**src/rtl/eeprom_rd_pkg.sv**
```systemverilog
package eeprom_rd_pkg;

  typedef enum logic [2:0] {
    ST_IDLE,
    ST_CMD_LO,
    ST_CMD_HI,
    ST_ACK_WAIT,
    ST_DAT_LO,
    ST_DAT_HI,
    ST_END_LO,
    ST_END_HI
  } rdState_t;

  typedef struct packed {
    logic clear;
    logic loadCmd;
    logic shiftCmd;
    logic sampleBit;
    logic wordDone;
    logic nextWord;
    logic finish;
  } rdStrobes_t;

endpackage

```
**src/rtl/eeprom_rd_ctrl.sv**
```systemverilog
module eeprom_rd_ctrl
  import eeprom_rd_pkg::*;
#(
  parameter int PHASE_CYCLES = 4,
  parameter int CMD_BITS     = 9,
  parameter int WORD_BITS    = 16
) (
  input  logic       clk,
  input  logic       rstN,
  input  logic       start,
  input  logic       eeDi,
  input  logic       cmdMsb,
  input  logic       lastWord,
  output rdStrobes_t strobe,
  output logic       eeSclk,
  output logic       eeCs,
  output logic       eeDo,
  output logic       error
);

  localparam int TW      = $clog2(PHASE_CYCLES + 1);
  localparam int CNT_MAX = (CMD_BITS > WORD_BITS) ? CMD_BITS : WORD_BITS;
  localparam int CW      = $clog2(CNT_MAX + 1);
  localparam logic [TW-1:0] TICK_AT   = TW'(PHASE_CYCLES - 1);
  localparam logic [CW-1:0] CMD_LAST  = CW'(CMD_BITS - 1);
  localparam logic [CW-1:0] WORD_LAST = CW'(WORD_BITS - 1);

  rdState_t      state, nextState;
  logic [TW-1:0] timer;
  logic [CW-1:0] bitCnt;
  logic          tick;
  logic          sclkQ, csQ, doEnQ, errQ;

  assign tick = (timer == TICK_AT);

  always_comb begin
    nextState = state;
    unique case (state)
      ST_IDLE:     if (start) nextState = ST_CMD_LO;
      ST_CMD_LO:   if (tick) nextState = ST_CMD_HI;
      ST_CMD_HI:   if (tick) nextState = (bitCnt == CMD_LAST) ? ST_ACK_WAIT : ST_CMD_LO;
      ST_ACK_WAIT: if (tick) nextState = eeDi ? ST_IDLE : ST_DAT_LO;
      ST_DAT_LO:   if (tick) nextState = ST_DAT_HI;
      ST_DAT_HI:   if (tick) nextState = (bitCnt == WORD_LAST) ? ST_END_LO : ST_DAT_LO;
      ST_END_LO:   if (tick) nextState = ST_END_HI;
      ST_END_HI:   if (tick) nextState = lastWord ? ST_IDLE : ST_CMD_LO;
      default:     nextState = ST_IDLE;
    endcase
  end

  always_comb begin
    strobe = '0;
    unique case (state)
      ST_IDLE: begin
        strobe.clear   = start;
        strobe.loadCmd = start;
      end
      ST_CMD_HI: strobe.shiftCmd = tick && (bitCnt != CMD_LAST);
      ST_DAT_HI: begin
        strobe.sampleBit = tick;
        strobe.wordDone  = tick && (bitCnt == WORD_LAST);
      end
      ST_END_HI: begin
        strobe.finish   = tick && lastWord;
        strobe.nextWord = tick && !lastWord;
        strobe.loadCmd  = tick && !lastWord;
      end
      default: ;
    endcase
  end

  always_ff @(posedge clk or negedge rstN) begin
    if (!rstN) begin
      state  <= ST_IDLE;
      timer  <= '0;
      bitCnt <= '0;
      errQ   <= 1'b0;
      sclkQ  <= 1'b0;
      csQ    <= 1'b0;
      doEnQ  <= 1'b0;
    end else begin
      state <= nextState;
      if (state == ST_IDLE || tick) timer <= '0;
      else                          timer <= timer + 1'b1;

      if (state == ST_IDLE)
        bitCnt <= '0;
      else if (tick && state == ST_CMD_HI)
        bitCnt <= (bitCnt == CMD_LAST) ? '0 : bitCnt + 1'b1;
      else if (tick && state == ST_DAT_HI)
        bitCnt <= (bitCnt == WORD_LAST) ? '0 : bitCnt + 1'b1;

      if (state == ST_IDLE && start)                    errQ <= 1'b0;
      else if (state == ST_ACK_WAIT && tick && eeDi)    errQ <= 1'b1;

      sclkQ <= (nextState == ST_CMD_HI) || (nextState == ST_DAT_HI) ||
               (nextState == ST_END_HI);
      csQ   <= (nextState == ST_CMD_LO) || (nextState == ST_CMD_HI) ||
               (nextState == ST_ACK_WAIT) || (nextState == ST_DAT_LO) ||
               (nextState == ST_DAT_HI);
      doEnQ <= (nextState == ST_CMD_LO) || (nextState == ST_CMD_HI);
    end
  end

  assign eeSclk = sclkQ;
  assign eeCs   = csQ;
  assign eeDo   = doEnQ & cmdMsb;
  assign error  = errQ;

  // data toward the device never moves while the serial clock is high
  a_r1_do_steady: assert property (@(posedge clk) disable iff (!rstN)
    eeSclk |-> $stable(eeDo));

  // a high dummy bit aborts with the flag set and the device deselected
  a_r4_abort: assert property (@(posedge clk) disable iff (!rstN)
    (state == ST_ACK_WAIT && tick && eeDi) |=> (error && !eeCs && state == ST_IDLE));

  // the gap pulse between words happens with chip select low
  a_r6_gap_deselect: assert property (@(posedge clk) disable iff (!rstN)
    (state == ST_END_HI) |-> (!eeCs && eeSclk));

  // a start during a running read does not leave the running state
  a_r10_busy_start: assert property (@(posedge clk) disable iff (!rstN)
    (state != ST_IDLE && !tick && start) |=> (state != ST_IDLE));

  // idle means all serial lines low
  a_r2_idle_lines: assert property (@(posedge clk) disable iff (!rstN)
    (state == ST_IDLE && $past(state) == ST_IDLE) |-> (!eeSclk && !eeCs && !eeDo));

endmodule

```
**src/rtl/eeprom_rd_dp.sv**
```systemverilog
module eeprom_rd_dp
  import eeprom_rd_pkg::*;
#(
  parameter int          ADDR_BITS   = 6,
  parameter int          WORD_BITS   = 16,
  parameter logic [15:0] CSUM_TARGET = 16'h1234
) (
  input  logic                 clk,
  input  logic                 rstN,
  input  rdStrobes_t           strobe,
  input  logic                 eeDi,
  output logic                 cmdMsb,
  output logic                 lastWord,
  output logic [WORD_BITS-1:0] wordData,
  output logic [ADDR_BITS-1:0] wordAddr,
  output logic                 wordValid,
  output logic                 done,
  output logic                 csumOk
);

  localparam int CMD_BITS = ADDR_BITS + 3;
  localparam logic [2:0]           READ_HDR  = 3'b110;
  localparam logic [ADDR_BITS-1:0] LAST_ADDR = '1;

  logic [CMD_BITS-1:0]  cmdSh;
  logic [WORD_BITS-1:0] dataSh;
  logic [WORD_BITS-1:0] assembled;
  logic [WORD_BITS-1:0] sum;
  logic [ADDR_BITS-1:0] addr;
  logic [ADDR_BITS-1:0] cmdAddr;

  assign assembled = {dataSh[WORD_BITS-2:0], eeDi};
  assign cmdAddr   = strobe.clear ? {ADDR_BITS{1'b0}} : addr + 1'b1;
  assign cmdMsb    = cmdSh[CMD_BITS-1];
  assign lastWord  = (addr == LAST_ADDR);

  always_ff @(posedge clk or negedge rstN) begin
    if (!rstN) begin
      cmdSh     <= '0;
      dataSh    <= '0;
      sum       <= '0;
      addr      <= '0;
      wordData  <= '0;
      wordAddr  <= '0;
      wordValid <= 1'b0;
      done      <= 1'b0;
      csumOk    <= 1'b0;
    end else begin
      wordValid <= 1'b0;
      done      <= 1'b0;

      if (strobe.clear) begin
        addr   <= '0;
        sum    <= '0;
        csumOk <= 1'b0;
      end

      if (strobe.loadCmd)       cmdSh <= {READ_HDR, cmdAddr};
      else if (strobe.shiftCmd) cmdSh <= {cmdSh[CMD_BITS-2:0], 1'b0};

      if (strobe.sampleBit) dataSh <= assembled;

      if (strobe.wordDone) begin
        wordData  <= assembled;
        wordAddr  <= addr;
        wordValid <= 1'b1;
        sum       <= sum + assembled;
      end

      if (strobe.nextWord) addr <= addr + 1'b1;

      if (strobe.finish) begin
        done   <= 1'b1;
        csumOk <= (sum == CSUM_TARGET[WORD_BITS-1:0]);
      end
    end
  end

  // the word index advances by exactly one per word
  a_r7_addr_step: assert property (@(posedge clk) disable iff (!rstN)
    strobe.nextWord |=> (addr == ADDR_BITS'($past(addr) + 1'b1)));

  // the word strobe lasts a single cycle
  a_r5_valid_pulse: assert property (@(posedge clk) disable iff (!rstN)
    wordValid |=> !wordValid);

  // completion only with the final index and as a single-cycle pulse
  a_r9_done_last: assert property (@(posedge clk) disable iff (!rstN)
    done |-> (lastWord && wordAddr == LAST_ADDR && !wordValid));

  a_r9_done_pulse: assert property (@(posedge clk) disable iff (!rstN)
    done |=> !done);

  // the checksum flag stays put between completion and the next start
  a_r8_csum_hold: assert property (@(posedge clk) disable iff (!rstN)
    (!strobe.clear && !strobe.finish) |=> $stable(csumOk));

endmodule

```
**src/rtl/ser_eeprom_reader.sv**
```systemverilog
module ser_eeprom_reader
  import eeprom_rd_pkg::*;
#(
  parameter int          CLK_MHZ     = 2,
  parameter int          PHASE_US    = 2,
  parameter int          ADDR_BITS   = 6,
  parameter int          WORD_BITS   = 16,
  parameter logic [15:0] CSUM_TARGET = 16'h1234
) (
  input  logic                 clk,
  input  logic                 rstN,
  input  logic                 start,
  output logic                 eeSclk,
  output logic                 eeCs,
  output logic                 eeDo,
  input  logic                 eeDi,
  output logic [WORD_BITS-1:0] wordData,
  output logic [ADDR_BITS-1:0] wordAddr,
  output logic                 wordValid,
  output logic                 done,
  output logic                 error,
  output logic                 csumOk
);

  localparam int PHASE_CYCLES = (CLK_MHZ * PHASE_US < 1) ? 1 : CLK_MHZ * PHASE_US;
  localparam int CMD_BITS     = ADDR_BITS + 3;

  rdStrobes_t strobe;
  logic       cmdMsb;
  logic       lastWord;

  eeprom_rd_ctrl #(
    .PHASE_CYCLES(PHASE_CYCLES),
    .CMD_BITS    (CMD_BITS),
    .WORD_BITS   (WORD_BITS)
  ) u_ctrl (
    .clk     (clk),
    .rstN    (rstN),
    .start   (start),
    .eeDi    (eeDi),
    .cmdMsb  (cmdMsb),
    .lastWord(lastWord),
    .strobe  (strobe),
    .eeSclk  (eeSclk),
    .eeCs    (eeCs),
    .eeDo    (eeDo),
    .error   (error)
  );

  eeprom_rd_dp #(
    .ADDR_BITS  (ADDR_BITS),
    .WORD_BITS  (WORD_BITS),
    .CSUM_TARGET(CSUM_TARGET)
  ) u_dp (
    .clk      (clk),
    .rstN     (rstN),
    .strobe   (strobe),
    .eeDi     (eeDi),
    .cmdMsb   (cmdMsb),
    .lastWord (lastWord),
    .wordData (wordData),
    .wordAddr (wordAddr),
    .wordValid(wordValid),
    .done     (done),
    .csumOk   (csumOk)
  );

  // quiet outputs while reset is held
  always_comb begin
    if (!rstN) begin
      a_r11_reset_quiet: assert (!wordValid && !done && !error && !csumOk);
    end
  end

endmodule

```
**config.mk**
```make
export PLATFORM = sky130hd
export DESIGN_NAME = ser_eeprom_reader
export DESIGN_NICKNAME = d
export VERILOG_FILES = /design/src/rtl/eeprom_rd_pkg.sv /design/src/rtl/eeprom_rd_ctrl.sv /design/src/rtl/eeprom_rd_dp.sv /design/src/rtl/ser_eeprom_reader.sv
export SDC_FILE = /design/constraint.sdc
export NUM_CORES = 1
export LEC_CHECK = 0
export BUFFER_PORTS_ARGS = -buffer_cell sky130_fd_sc_hd__clkbuf_2
export CORE_UTILIZATION = 45
export CTS_CLUSTER_DIAMETER = 60
export DETAILED_ROUTE_END_ITERATION = 8
export PLACE_DENSITY = 0.73
export SLEW_MARGIN = 20
export SYNTH_ARGS = -nofsm -noshare
export SYNTH_HDL_FRONTEND = slang
export SYNTH_SLANG_ARGS = --single-unit
```
**constraint.sdc**
```tcl
create_clock -name clk -period 3 [get_ports clk]
set_input_delay 0.3 -clock clk [delete_from_list [all_inputs] [get_ports clk]]
set_output_delay 0.3 -clock clk [all_outputs]
set_load 0.1 [all_outputs]
```
### After elaboration in Yosys (flattened, before gate mapping)

Index checks and enable logic that the tools add are counted.
Widths: inputs -> output; s select.

* flip-flop bits (word level): 86
* bits of input ports: 4
* output and inout port bits: 29
* logic and storage cells: 101

* $add $sub $neg: 4
* eq/ne operators: 19
* multiplexer cells: 37
* bitwise logic cells: 1
* reduce and logical (&&, ||, !) cells: 24

Operators with widths (number)
* $mux 16: 2
* $mux 3: 10
* $mux 5: 5
* $pmux 3 s8: 1
* $eq 3x3->1 const B: 7
* $mux 6: 3
* $mux 9: 2
* $add 16x16->16: 1
* $eq 16x13->1 const B: 1
* $eq 3x2->1 const B: 5
* $eq 5x4->1 const B: 2
* $reduce_bool 2->1: 5
* $logic_and 1x1->1: 9
* $mux 1: 9
* $mux 2: 4
* $logic_or 1x1->1: 7
* $add 6x1->6 const B: 1
* $eq 3x1->1 const B: 2
* $eq 6x6->1 const B: 1
* $add 5x1->5 const B: 1
* $ne 5x4->1 const B: 1
* $add 3x1->3 const B: 1
* $logic_not 3->1: 1
* $reduce_bool 3->1: 1
* 3 further kinds: 3

### Logic depth before layout (Yosys ltp)

* depth in word-level cells: 9
* gate-level depth with buffers: 9
* gate-level depth less buffers: 9

### Hierarchy

Synthesis repeated with hierarchy kept, for this count alone.

* cell total of the unflattened synthesis: 432
* area total of the unflattened synthesis: 4655.7 sq um

Modules (own cells, without submodules)
* eeprom_rd_dp: instances 1, cells each 323, area each 3632.2 sq um, sequential area each 1776.7 sq um
* eeprom_rd_ctrl: instances 1, cells each 109, area each 1023.5 sq um, sequential area each 375.4 sq um

### Least setup slack after synthesis

No wires, ideal clock.

* kind: register to register
* from: register u_dp.sum[0]
* to: register u_dp.sum[12]
* setup time: 0.069 ns
* data arrival time: 2.031 ns
* data required time: 2.931 ns
* slack: 0.900 ns
* cell stages (with the launch flop): 9
* buffers on the path: 0
* period minus slack after synthesis: 2.100 ns
* path through: dfrtp_1 > ha_1 > fa_1 > a21o_1 > a22oi_2 > a211oi_1 > a21o_1 > or3_1 > nand3_1

* longest elaborated chain between the ends: 2

RTL lines
* start: declaration: line eeprom_rd_dp.sv:28 `logic [WORD_BITS-1:0] sum;`
* start signal: assignment: line eeprom_rd_dp.sv:67 `sum <= sum + assembled;`
* $add 16x16->16: line eeprom_rd_dp.sv:67
* $mux 16: line eeprom_rd_dp.sv:63 `if (strobe.wordDone) begin`

Every way passes these cells.
A chain may end at the register's enable or synchronous reset.

### Final worst setup path

* from: register u_ctrl.timer[0]
* to: register u_ctrl.bitCnt[3]

* longest elaborated chain between the ends: 4
* elaborated cells between the ends (all ways): 6
* classes of those cells: 1 x eq/ne; 2 x mux; 3 x reduce/logical

RTL lines
* start: declaration: line eeprom_rd_ctrl.sv:29 `logic [TW-1:0] timer;`
* start signal: assignment: line eeprom_rd_ctrl.sv:84 `else timer <= timer + 1'b1;`
* $eq 3x2->1 *: line eeprom_rd_ctrl.sv:34 `assign tick = (timer == TICK_AT);`
* $logic_and 1x1->1: line eeprom_rd_ctrl.sv:88 `else if (tick && state == ST_CMD_HI)`
* $mux 5: line eeprom_rd_ctrl.sv:88
* $mux 5: line eeprom_rd_ctrl.sv:86 `if (state == ST_IDLE)`
* end signal: assignment: line eeprom_rd_ctrl.sv:89 `bitCnt <= (bitCnt == CMD_LAST) ? '0 : bitCnt + 1'b1;`
* end signal: assignment: line eeprom_rd_ctrl.sv:91 `bitCnt <= (bitCnt == WORD_LAST) ? '0 : bitCnt + 1'b1;`
* end: declaration: line eeprom_rd_ctrl.sv:30 `logic [CW-1:0] bitCnt;`

Every way passes the cells marked *; elsewhere a longest branch is shown, timed or not.

==> flow_metrics.env <==
export IMPL_max_vdd_ir_drop_mv=0.390
export IMPL_cts_sinks=86
export IMPL_switchingPower_mw=1.24
export IMPL_comb_power_share_pct=28.7
export IMPL_drive_gt1_share_pct=15.4
export IMPL_cts_path_max_buffers=2
export IMPL_cts_buffers_inserted=9
export IMPL_fin_crit_sh_pct=78.1
export IMPL_violations="negative hold slack"
export IMPL_drc=0
export IMPL_first_global_vias=3355
export IMPL_clock_skew_ns=0.00566
export IMPL_timing_final_ws_setup_ns=0.657
export IMPL_leakage_nw=2.44
export IMPL_rows=35
export IMPL_portBuffers=32
export IMPL_power_density_mw_per_mm2=683
export IMPL_crit_fanout=14
export IMPL_postRouteAntennaNets=0
export IMPL_outcome="finished, violations left"
export IMPL_power_frac_seq_pct=45.5
export IMPL_clk_latency_ns=0.35
export IMPL_pwr_share_clk_pct=25.8
export IMPL_cts_tree="done"
export IMPL_area_delta_synth_final_pct=11.4
export IMPL_critical_path_buf_inv_count=1
export IMPL_yosysTopAreaCell="dfrtp_1"
export IMPL_yosysTopAreaCellShare_pct=48.3
export IMPL_fmax_ghz=0.427
export IMPL_dpl_hpwl_um=6330
export IMPL_synth_common_cells="107 x nand2_1, 86 x dfrtp_1, 25 x o21ai_0"
export IMPL_antenna_cells=0
export IMPL_required_ns=3.24
export IMPL_cts_hold_buf=0
export IMPL_timing_worst_setup_path_type="flop to flop"
export IMPL_postCtsSetupBuffers=0
export IMPL_totalWireLength_um=9140
export IMPL_vias=3418
export IMPL_synth_most_common_cell="nand2_1"
export IMPL_whs_ns=-0.00793
export IMPL_grt_usage_pct=19.6
export IMPL_endpoint_kind="flop"
export IMPL_placed_cell_area_mm2=0.00475
export IMPL_cts_root_buf="clkbuf_8"
export IMPL_die_h_um=101
export IMPL_gp_congestion=0.907
export IMPL_startpoint_type="flop"
export IMPL_coreArea_mm2=0.00942
export IMPL_avgSynthCellArea_um2=9.72
export IMPL_fill_cells=875
export IMPL_cp_slowest_cell="nand4_1"
export IMPL_tns_ns=0
export IMPL_cp_data_arrival_time_ns=2.58
export IMPL_synth_distinct_cells=61
export IMPL_drtIter0Drc=154
export IMPL_max_stage_delay_ns=0.48
export IMPL_finalSetupViolations=0
export IMPL_grt_pass1_wl_um=15800
export IMPL_p_int_mw=2.15
export IMPL_post_cts_resize_count=0
export IMPL_grt_max_degree=55
export IMPL_crit_family="simple AND/OR/NAND/NOR gates"
export IMPL_routedWlPerCell_um=14.7
export IMPL_yosysSeqAreaShare_pct=48.3
export IMPL_dr_pass1_iters=5
export IMPL_netlist_area_mm2=0.00445
export IMPL_path_cells="ha_1, ha_1, buf_4, nand4_1, and2_1, a221o_1"
export IMPL_io_pins=33
export IMPL_grt_overflow=0
export IMPL_synthTopCellsByArea="dfrtp_1 48%, nand2_1 9.0%, ha_1 6.5%"
export IMPL_antenna_found_initial=0
export IMPL_ys_ff_latch=86
export IMPL_hold_viol=16
export IMPL_vias_per_cell=5.48
export IMPL_path_clk_slew_ns=0.08
export IMPL_syn_num_nets=486
export IMPL_drv_slew=0
export IMPL_die_width_um=101
export IMPL_layout_min_cycle_time_ns=2.34
export IMPL_maxSlewHeadroom_pct=54.3
export IMPL_yosysWarnings=0
export IMPL_rsz0062_at_grt="false"
export IMPL_cp_common_cell="ha_1"
export IMPL_synth_cells=458
export IMPL_finish_instance_area_mm2=0.00496
export IMPL_fin_nets=520
export IMPL_initial_core_util_pct=47.3
export IMPL_synth_ff_type="dfrtp_1"
export IMPL_tightest_slew_ns=0.686
export IMPL_pre_cts_ws_ns=0.651
export IMPL_synth_edf_count=0
export IMPL_dieArea_mm2=0.0103
export IMPL_synthArstFlopShare_pct=100
export IMPL_p_sw_share_pct=36.5
export IMPL_h_tree_depth=3
export IMPL_cap_violations=0
export IMPL_hp_class="input pin to async pin"
## power groups by stage
stage	clock network [mW]	registers, mW	logic [mW]
global route	0.952	1.57	1.07
floorplan	0	1.61	0.697
detailed placement	0	1.55	0.962
global placement	0	1.55	0.932
finish	0.875	1.54	0.971
CTS	0.905	1.54	0.972
## layer usage
layer  wire length, um  up-vias  track usage [%]
li1                  -     1678                -
met1              4380     1653             26.2
met2              4350       79             31.0
met3               339        8             4.62
met4                64        0             7.25
met5                 0        -                0
## area by class of cell
cell class,instances,area [um2],share of cell area (%)
sequential,86,2150,43.4
multi-input combinational,339,2150,43.4
timing repair buffer,40,223,4.49
tap,129,161,3.26
clock buffer,10,138,2.78
clock inverter,4,72.6,1.46
inverter,16,60.1,1.21
## final timing paths
kind                       slack (ns)                to             from  depth (start not counted)
setup / recovery                 0.66  u_ctrl.bitCnt[3]  u_ctrl.timer[0]                          6
hold / removal                 -0.008  u_ctrl.bitCnt[2]             rstN                          1
setup reg to reg                 0.66  u_ctrl.bitCnt[3]  u_ctrl.timer[0]                          6
hold reg to reg                  0.46   u_ctrl.timer[0]  u_ctrl.timer[0]                          1
max in group asynchronous        2.31   u_dp.dataSh[10]             rstN                          2
min in group clk                 0.23      u_ctrl.error            start                          2
## sequential cells by signal, indices dropped and copies added, names as in the netlist
signal          flops
u_dp.wordData      16
u_ctrl.state        3
u_ctrl.bitCnt       5
u_dp.wordAddr       6
u_ctrl.doEnQ        1
u_dp.cmdSh          9
u_ctrl.eeCs         1
u_dp.addr           6
u_dp.sum           16
u_ctrl.eeSclk       1
u_dp.csumOk         1
u_dp.dataSh        15
u_dp.wordValid      1
u_ctrl.error        1
u_ctrl.timer        3
u_dp.done           1
## cells by family (layout without fill, tap and decap cells)
family	count (synthesis)	count (layout)	synth area share (%)
compound gates	97	97	14.5
xor+xnor	13	13	2.56
fa+ha+maj	24	24	6.91
buf+inv	33	70	3.34
flops	86	86	48.3
mux	25	25	6.04
simple gates	180	180	18.3
## through the flow
stage          power, mW  util (%)  std cells  hold slack, ns
3_5_place_dp        2.52      50.4        610           0.395
3_3_place_gp        2.48      50.4        610           0.388
5_1_grt             3.59      52.7        624          0.0314
6_report            3.39      52.7        624        -0.00793
2_1_floorplan       2.30         -        458         0.00441
4_1_cts             3.41      52.7        624         0.00616
## placed cells by master (no fill, tap or decap), drive strengths merged, types with 2 or more instances in the layout
| cell type | n |
|---|---|
| clkbuf | 41 |
| nor2 | 21 |
| and2 | 4 |
| a211oi | 6 |
| nand2 | 108 |
| mux2 | 15 |
| nor4b | 2 |
| dfrtp | 86 |
| inv | 16 |
| nor3 | 9 |
| o31ai | 5 |
| nor2b | 3 |
| nand3 | 10 |
| a21o | 8 |
| a22o | 4 |
| o22ai | 4 |
| bufinv | 2 |
| xnor2 | 9 |
| nand4 | 5 |
| or3 | 2 |
| a221o | 2 |
| o21bai | 2 |
| nand2b | 3 |
| nand4bb | 2 |
| mux2i | 10 |
| and3 | 4 |
| nor3b | 2 |
| o211ai | 3 |
| a31oi | 4 |
| a21oi | 16 |
| o21ai | 30 |
| ha | 23 |
| xor2 | 4 |
| buf | 9 |
(Power assumes the default switching activity.)
